<file path="src/rtl/chan_cmd_pkg.sv">
package chan_cmd_pkg;

    localparam int DATA_W = 8;
    localparam int NUM_CH = 4;
    localparam int CH_W   = $clog2(NUM_CH);

    localparam logic [DATA_W-1:0] GLOBAL_RESET_CODE = 8'h81;

    typedef logic [DATA_W-1:0] byte_t;
    typedef logic [CH_W-1:0]   chan_t;

    typedef enum logic [1:0] {
        ADR_SEL  = 2'd0,
        ADR_CMD  = 2'd1,
        ADR_REV  = 2'd2,
        ADR_STAT = 2'd3
    } reg_addr_e;

    typedef enum logic [1:0] {
        ACT_NONE,
        ACT_ISSUE,
        ACT_GRESET,
        ACT_REJECT
    } cmd_act_e;

    function automatic logic chan_is_serial(chan_t ch);
        return (ch == chan_t'(2)) || (ch == chan_t'(3));
    endfunction

    function automatic logic chan_has_cmd(chan_t ch);
        return ch != chan_t'(0);
    endfunction

    // Decide what a write to the command address does.
    function automatic cmd_act_e classify(chan_t ch, logic busy, byte_t code);
        cmd_act_e act;
        if (!chan_has_cmd(ch))
            act = ACT_NONE;
        else if (busy)
            act = ACT_REJECT;
        else if (code == '0)
            act = ACT_NONE;
        else if (code == GLOBAL_RESET_CODE)
            act = chan_is_serial(ch) ? ACT_GRESET : ACT_NONE;
        else
            act = ACT_ISSUE;
        return act;
    endfunction

endpackage

</file>
<file path="src/rtl/chan_exec_stub.sv">
module chan_exec_stub #(
    parameter int EXEC_LAT = 8
) (
    input  logic clk,
    input  logic rst,
    input  logic kill,
    input  logic start,
    output logic done
);
    localparam int CW = $clog2(EXEC_LAT + 1);

    logic [CW-1:0] cnt_q;

    always_ff @(posedge clk) begin
        if (rst || kill)
            cnt_q <= '0;
        else if (start)
            cnt_q <= CW'(EXEC_LAT);
        else if (cnt_q != '0)
            cnt_q <= cnt_q - 1'b1;
    end

    assign done = (cnt_q == CW'(1));
endmodule

</file>
<file path="src/rtl/chan_reset_seq.sv">
module chan_reset_seq #(
    parameter int RST_CYCLES = 16
) (
    input  logic clk,
    input  logic rst,
    input  logic start,
    output logic busy,
    output logic last
);
    localparam int CW = $clog2(RST_CYCLES + 1);

    logic [CW-1:0] cnt_q;

    always_ff @(posedge clk) begin
        if (rst || start)
            cnt_q <= CW'(RST_CYCLES);
        else if (cnt_q != '0)
            cnt_q <= cnt_q - 1'b1;
    end

    assign busy = (cnt_q != '0);
    assign last = (cnt_q == CW'(1));
endmodule

</file>
<file path="src/rtl/chan_cmd_unit.sv">
module chan_cmd_unit
    import chan_cmd_pkg::*;
#(
    parameter int          EXEC_LAT   = 8,
    parameter int          RST_CYCLES = 16,
    parameter logic [7:0]  REV_CODE   = 8'h01
) (
    input  logic                 clk,
    input  logic                 rst,
    input  logic [1:0]           bus_addr,
    input  logic [DATA_W-1:0]    bus_wdata,
    input  logic                 bus_wr,
    input  logic                 bus_rd,
    output logic [DATA_W-1:0]    bus_rdata,
    output logic                 exec_start,
    output logic [CH_W-1:0]      exec_chan,
    output logic [DATA_W-1:0]    exec_code,
    output logic                 fifo_flush,
    output logic [NUM_CH-1:0]    chan_disable
);
    reg_addr_e addr;
    chan_t     sel_q;
    byte_t     cmd_q;
    byte_t     rev_q;
    logic      err_q;
    logic      seq_busy;
    logic      seq_last;
    logic      exec_done;
    logic      wr_ok;
    cmd_act_e  act;
    logic      do_issue;
    logic      do_greset;
    logic      do_reject;

    assign addr  = reg_addr_e'(bus_addr);
    assign wr_ok = bus_wr && !seq_busy;

    always_comb begin
        act = ACT_NONE;
        if (wr_ok && addr == ADR_CMD)
            act = classify(sel_q, cmd_q != '0, bus_wdata);
    end

    assign do_issue  = (act == ACT_ISSUE);
    assign do_greset = (act == ACT_GRESET);
    assign do_reject = (act == ACT_REJECT);

    chan_reset_seq #(.RST_CYCLES(RST_CYCLES)) u_seq (
        .clk   (clk),
        .rst   (rst),
        .start (do_greset),
        .busy  (seq_busy),
        .last  (seq_last)
    );

    chan_exec_stub #(.EXEC_LAT(EXEC_LAT)) u_exec (
        .clk   (clk),
        .rst   (rst),
        .kill  (do_greset),
        .start (do_issue),
        .done  (exec_done)
    );

    always_ff @(posedge clk) begin
        if (rst || do_greset) begin
            sel_q <= '0;
            cmd_q <= '0;
            err_q <= 1'b0;
            rev_q <= '0;
        end else begin
            if (wr_ok && addr == ADR_SEL)
                sel_q <= bus_wdata[CH_W-1:0];
            if (do_issue)
                cmd_q <= bus_wdata;
            else if (exec_done)
                cmd_q <= '0;
            if (do_reject)
                err_q <= 1'b1;
            if (seq_last)
                rev_q <= REV_CODE;
        end
    end

    always_ff @(posedge clk) begin
        if (rst) begin
            exec_start <= 1'b0;
            exec_chan  <= '0;
            exec_code  <= '0;
        end else begin
            exec_start <= do_issue;
            if (do_issue) begin
                exec_chan <= sel_q;
                exec_code <= bus_wdata;
            end
        end
    end

    always_comb begin
        bus_rdata = '0;
        if (bus_rd) begin
            unique case (addr)
                ADR_SEL:  bus_rdata = DATA_W'(sel_q);
                ADR_CMD:  bus_rdata = chan_has_cmd(sel_q) ? cmd_q : '0;
                ADR_REV:  bus_rdata = rev_q;
                ADR_STAT: bus_rdata = DATA_W'(err_q);
                default:  bus_rdata = '0;
            endcase
        end
    end

    assign fifo_flush = seq_busy;

    for (genvar i = 0; i < NUM_CH; i++) begin : g_dis
        assign chan_disable[i] = seq_busy;
    end
endmodule

</file>
<file path="config.mk">
export PLATFORM = sky130hd
export DESIGN_NAME = chan_cmd_unit
export DESIGN_NICKNAME = d
export VERILOG_FILES = /design/src/rtl/chan_cmd_pkg.sv /design/src/rtl/chan_exec_stub.sv /design/src/rtl/chan_reset_seq.sv /design/src/rtl/chan_cmd_unit.sv
export SDC_FILE = /design/constraint.sdc
export NUM_CORES = 1
export LEC_CHECK = 0
export ABC_AREA = 1
export BUFFER_PORTS_ARGS = -buffer_cell sky130_fd_sc_hd__buf_4
export CAP_MARGIN = 20
export CELL_PAD_IN_SITES_DETAIL_PLACEMENT = 0
export CELL_PAD_IN_SITES_GLOBAL_PLACEMENT = 2
export CORE_ASPECT_RATIO = 1.4
export CORE_MARGIN = 2
export CORE_UTILIZATION = 31
export CTS_BUF_LIST = sky130_fd_sc_hd__clkbuf_4
export DETAILED_ROUTE_END_ITERATION = 6
export MAX_ROUTING_LAYER = met4
export PLACE_DENSITY = 0.91
export SYNTH_ARGS = -nofsm -noshare
export SYNTH_HDL_FRONTEND = slang
export SYNTH_HIERARCHICAL = 1
export SYNTH_SLANG_ARGS = --single-unit
</file>
<file path="constraint.sdc">
create_clock -name clk -period 2.2 [get_ports clk]
set_input_delay 0.44 -clock clk [delete_from_list [all_inputs] [get_ports clk]]
set_output_delay 0.44 -clock clk [all_outputs]
set_load 0.005 [all_outputs]
</file>
==> results.sh <==
export IMPL_reg2reg_from="u_seq/cnt_q[0]"
export IMPL_layout_common_cells="nand2_1 (52), buf_4 (40), dfxtp_1 (32)"
export IMPL_synth_nets=260
export IMPL_postCtsSetupRepairBufs=0
export IMPL_fp_row_count=32
export IMPL_grt_pass1_wl_um=6706
export IMPL_drt_pre_antenna_iters=4
export IMPL_drcViolationCount=0
export IMPL_yosys_area_top_type="dfxtp_1"
export IMPL_hold_start="rst"
export IMPL_cts_sinks=32
export IMPL_rr_worst_depth=13
export IMPL_start_util_pct=31.87
export IMPL_grt_max_degree=20
export IMPL_clock_latency_ns=0.34
export IMPL_dieArea_mm2=0.006263
export IMPL_place_ws_ns=0.2069
export IMPL_yosys_warnings=6
export IMPL_rsz0062_at_grt="false"
export IMPL_hpwlAfterDp_um=3192
export IMPL_final_cell_area_mm2=0.002142
export IMPL_hold_buffers=0
export IMPL_yosys_top_cells_area="dfxtp_1 (37%), nand2_1 (11%), nor2_1 (6.4%), inv_1 (6.2%), a21oi_2 (5.0%)"
export IMPL_grt_use_total_pct=14.58
export IMPL_netlist_instances=240
export IMPL_cts_root_buf="clkbuf_4"
export IMPL_die_h_um=92.85
export IMPL_gr_total_overflow=0
export IMPL_worstHoldPathCells=2
export IMPL_wl_um=4061
export IMPL_cts_resized=0
export IMPL_wire_per_inst_um=11.70
export IMPL_maxSlewHeadroom_pct=75.45
export IMPL_min_path_type="in -> reg"
export IMPL_leakage_nw=0.9208
export IMPL_cts_buffers=5
export IMPL_hold_viol_final=0
export IMPL_finalSetupViolations=0
export IMPL_finalSetupTns_ns=0
export IMPL_final_common_cell="nand2_1"
export IMPL_required_ns=2.42
export IMPL_chipWidth_um=67.46
export IMPL_reg2reg_slack_ns=0.19
export IMPL_antenna_found_initial=0
export IMPL_status="finished, final reports clean"
export IMPL_fill_cells=579
export IMPL_synth_cell_types=28
export IMPL_max_freq_ghz=0.4978
export IMPL_worstPathMaxFanout=5
export IMPL_fin_crit_sh_pct=91.31
export IMPL_drt_iter0_markers=46
export IMPL_vias_per_cell=4.476
export IMPL_place_area_mm2=0.002067
export IMPL_syn_area_mm2=0.001748
export IMPL_critPathLaunch="u_seq/cnt_q[0]"
export IMPL_htreeDepth=2
export IMPL_yosysTopAreaCellShare_pct=36.65
export IMPL_r2r_end="u_exec/cnt_q[2]"
export IMPL_final_antenna_net_count=0
export IMPL_drv_slew=0
export IMPL_core_area_mm2=0.005485
export IMPL_clk_path_buf_depth=2
export IMPL_path_clk_slew_ns=0.11
export IMPL_power_mw=1.781
export IMPL_routabilityCongestion=0.7923
export IMPL_diodes=0
export IMPL_path_class="reg -> reg"
export IMPL_seq_area_frac_synth_pct=36.65
export IMPL_crit_arrival_ns=2.23
export IMPL_placedCellCount=339
export IMPL_drv_cap=0
export IMPL_syn_area_per_cell_um2=7.283
export IMPL_skew_ns=0.01463
export IMPL_vdd_ir_drop_max_v=0.0005267
export IMPL_instances_no_fill=347
export IMPL_vias=1553
export IMPL_tritoncts="yes"
export IMPL_worst_pin_slew_ns=0.3669
export IMPL_fin_ws_ns=0.1912
export IMPL_pin_count=38
export IMPL_holdPathEnd="exec_chan[1]"
export IMPL_area_growth_pct=22.55
export IMPL_power_density_mw_per_mm2=831.3
export IMPL_grt_pass1_vias=1439
export IMPL_crit_path_start_kind="register"
export IMPL_end_kind="register"
export IMPL_port_buffers=37
export IMPL_final_net_count=298
export IMPL_drive_above_1_share_pct=27.96
export IMPL_fin_crit_ns=2.009
export IMPL_ys_ff_latch=32
## final cells by class
cell class                 instances  area [um^2]  area share [%]
clock buffer                       5        37.54           1.752
clock inverter                     3        37.54           1.752
inverter                          35        133.9           6.250
multi-input combinational        164        907.1           42.35
sequential                        32        640.6           29.91
tap                               68        85.08           3.972
timing repair buffer              40        300.3           14.02
## metal layers
| layer | part of all wire [%] | global-route usage, % |
|---|---|---|
| met5 | 0 | - |
| met4 | 1.5 | 4.592 |
| met3 | 3.0 | 2.916 |
| met2 | 52 | 24.26 |
| met1 | 43 | 17.28 |
## worst max path at each step
stage	to	slack [ns]	cells after the start
CTS	u_exec/cnt_q[2]	0.18	13
detailed placement	u_exec/cnt_q[2]	0.21	13
finish	u_exec/cnt_q[2]	0.19	13
global route	u_exec/cnt_q[2]	0.02	13
global placement	u_exec/cnt_q[2]	0.28	13
floorplan	u_exec/cnt_q[2]	0.24	14
## through the flow
step | hold slack [ns] | utilization [%]
final | 0.3797 | 39.05
after detailed placement | 0.4576 | 37.68
after CTS | 0.3717 | 39.05
after floorplan | 0.4377 | -
after global placement | 0.4577 | 37.68
after global routing | 0.3718 | 39.05
## cells by family (layout without fill, tap and decap cells)
family | count (synthesis) | count (layout) | share of synthesized area [%]
compound gates | 27 | 27 | 10.52
xor+xnor | 2 | 2 | 1.002
fa+ha+maj | 6 | 6 | 4.295
buf+inv | 44 | 83 | 11.45
flops | 32 | 32 | 36.65
simple gates | 129 | 129 | 36.08
## state kept, by name (all words and copies together) (netlist names)
| register | count |
|---|---|
| cmd_q | 8 |
| exec_code | 8 |
| u_seq/cnt_q | 5 |
| u_exec/cnt_q | 4 |
| exec_chan | 2 |
| sel_q | 2 |
| err_q | 1 |
| exec_start | 1 |
| rev_q | 1 |
## critical path, stage by stage, from the launching register on
cell and delay (ns):
dfxtp_1 0.34, inv_1 0.13, ha_1 0.27, nand3_4 0.10, nor2_2 0.16, inv_1 0.09
nor2_4 0.16, inv_4 0.04, nor2_4 0.11, inv_1 0.07, nor2_1 0.13, inv_1 0.08
nand3_1 0.15, nor3_2 0.07
## power by group
part	switching (mW)	internal [mW]	leakage, nW	total [mW]
combinational	0.365	0.252	0.620	0.617
clock	0.204	0.232	0.0403	0.436
sequential	0.0699	0.658	0.260	0.728
## cell usage after synthesis, drive strengths merged
master,number
a211oi,1
a21oi,24
o211ai,1
xnor2,2
clkinv,1
clkbuf,1
dfxtp,32
nor2,38
buf,8
nand2,57
inv,34
nand3,19
nand4,13
a31oi,1
ha,6
nor3,1
nor3b,1
Power figures use the tool's default switching activity.
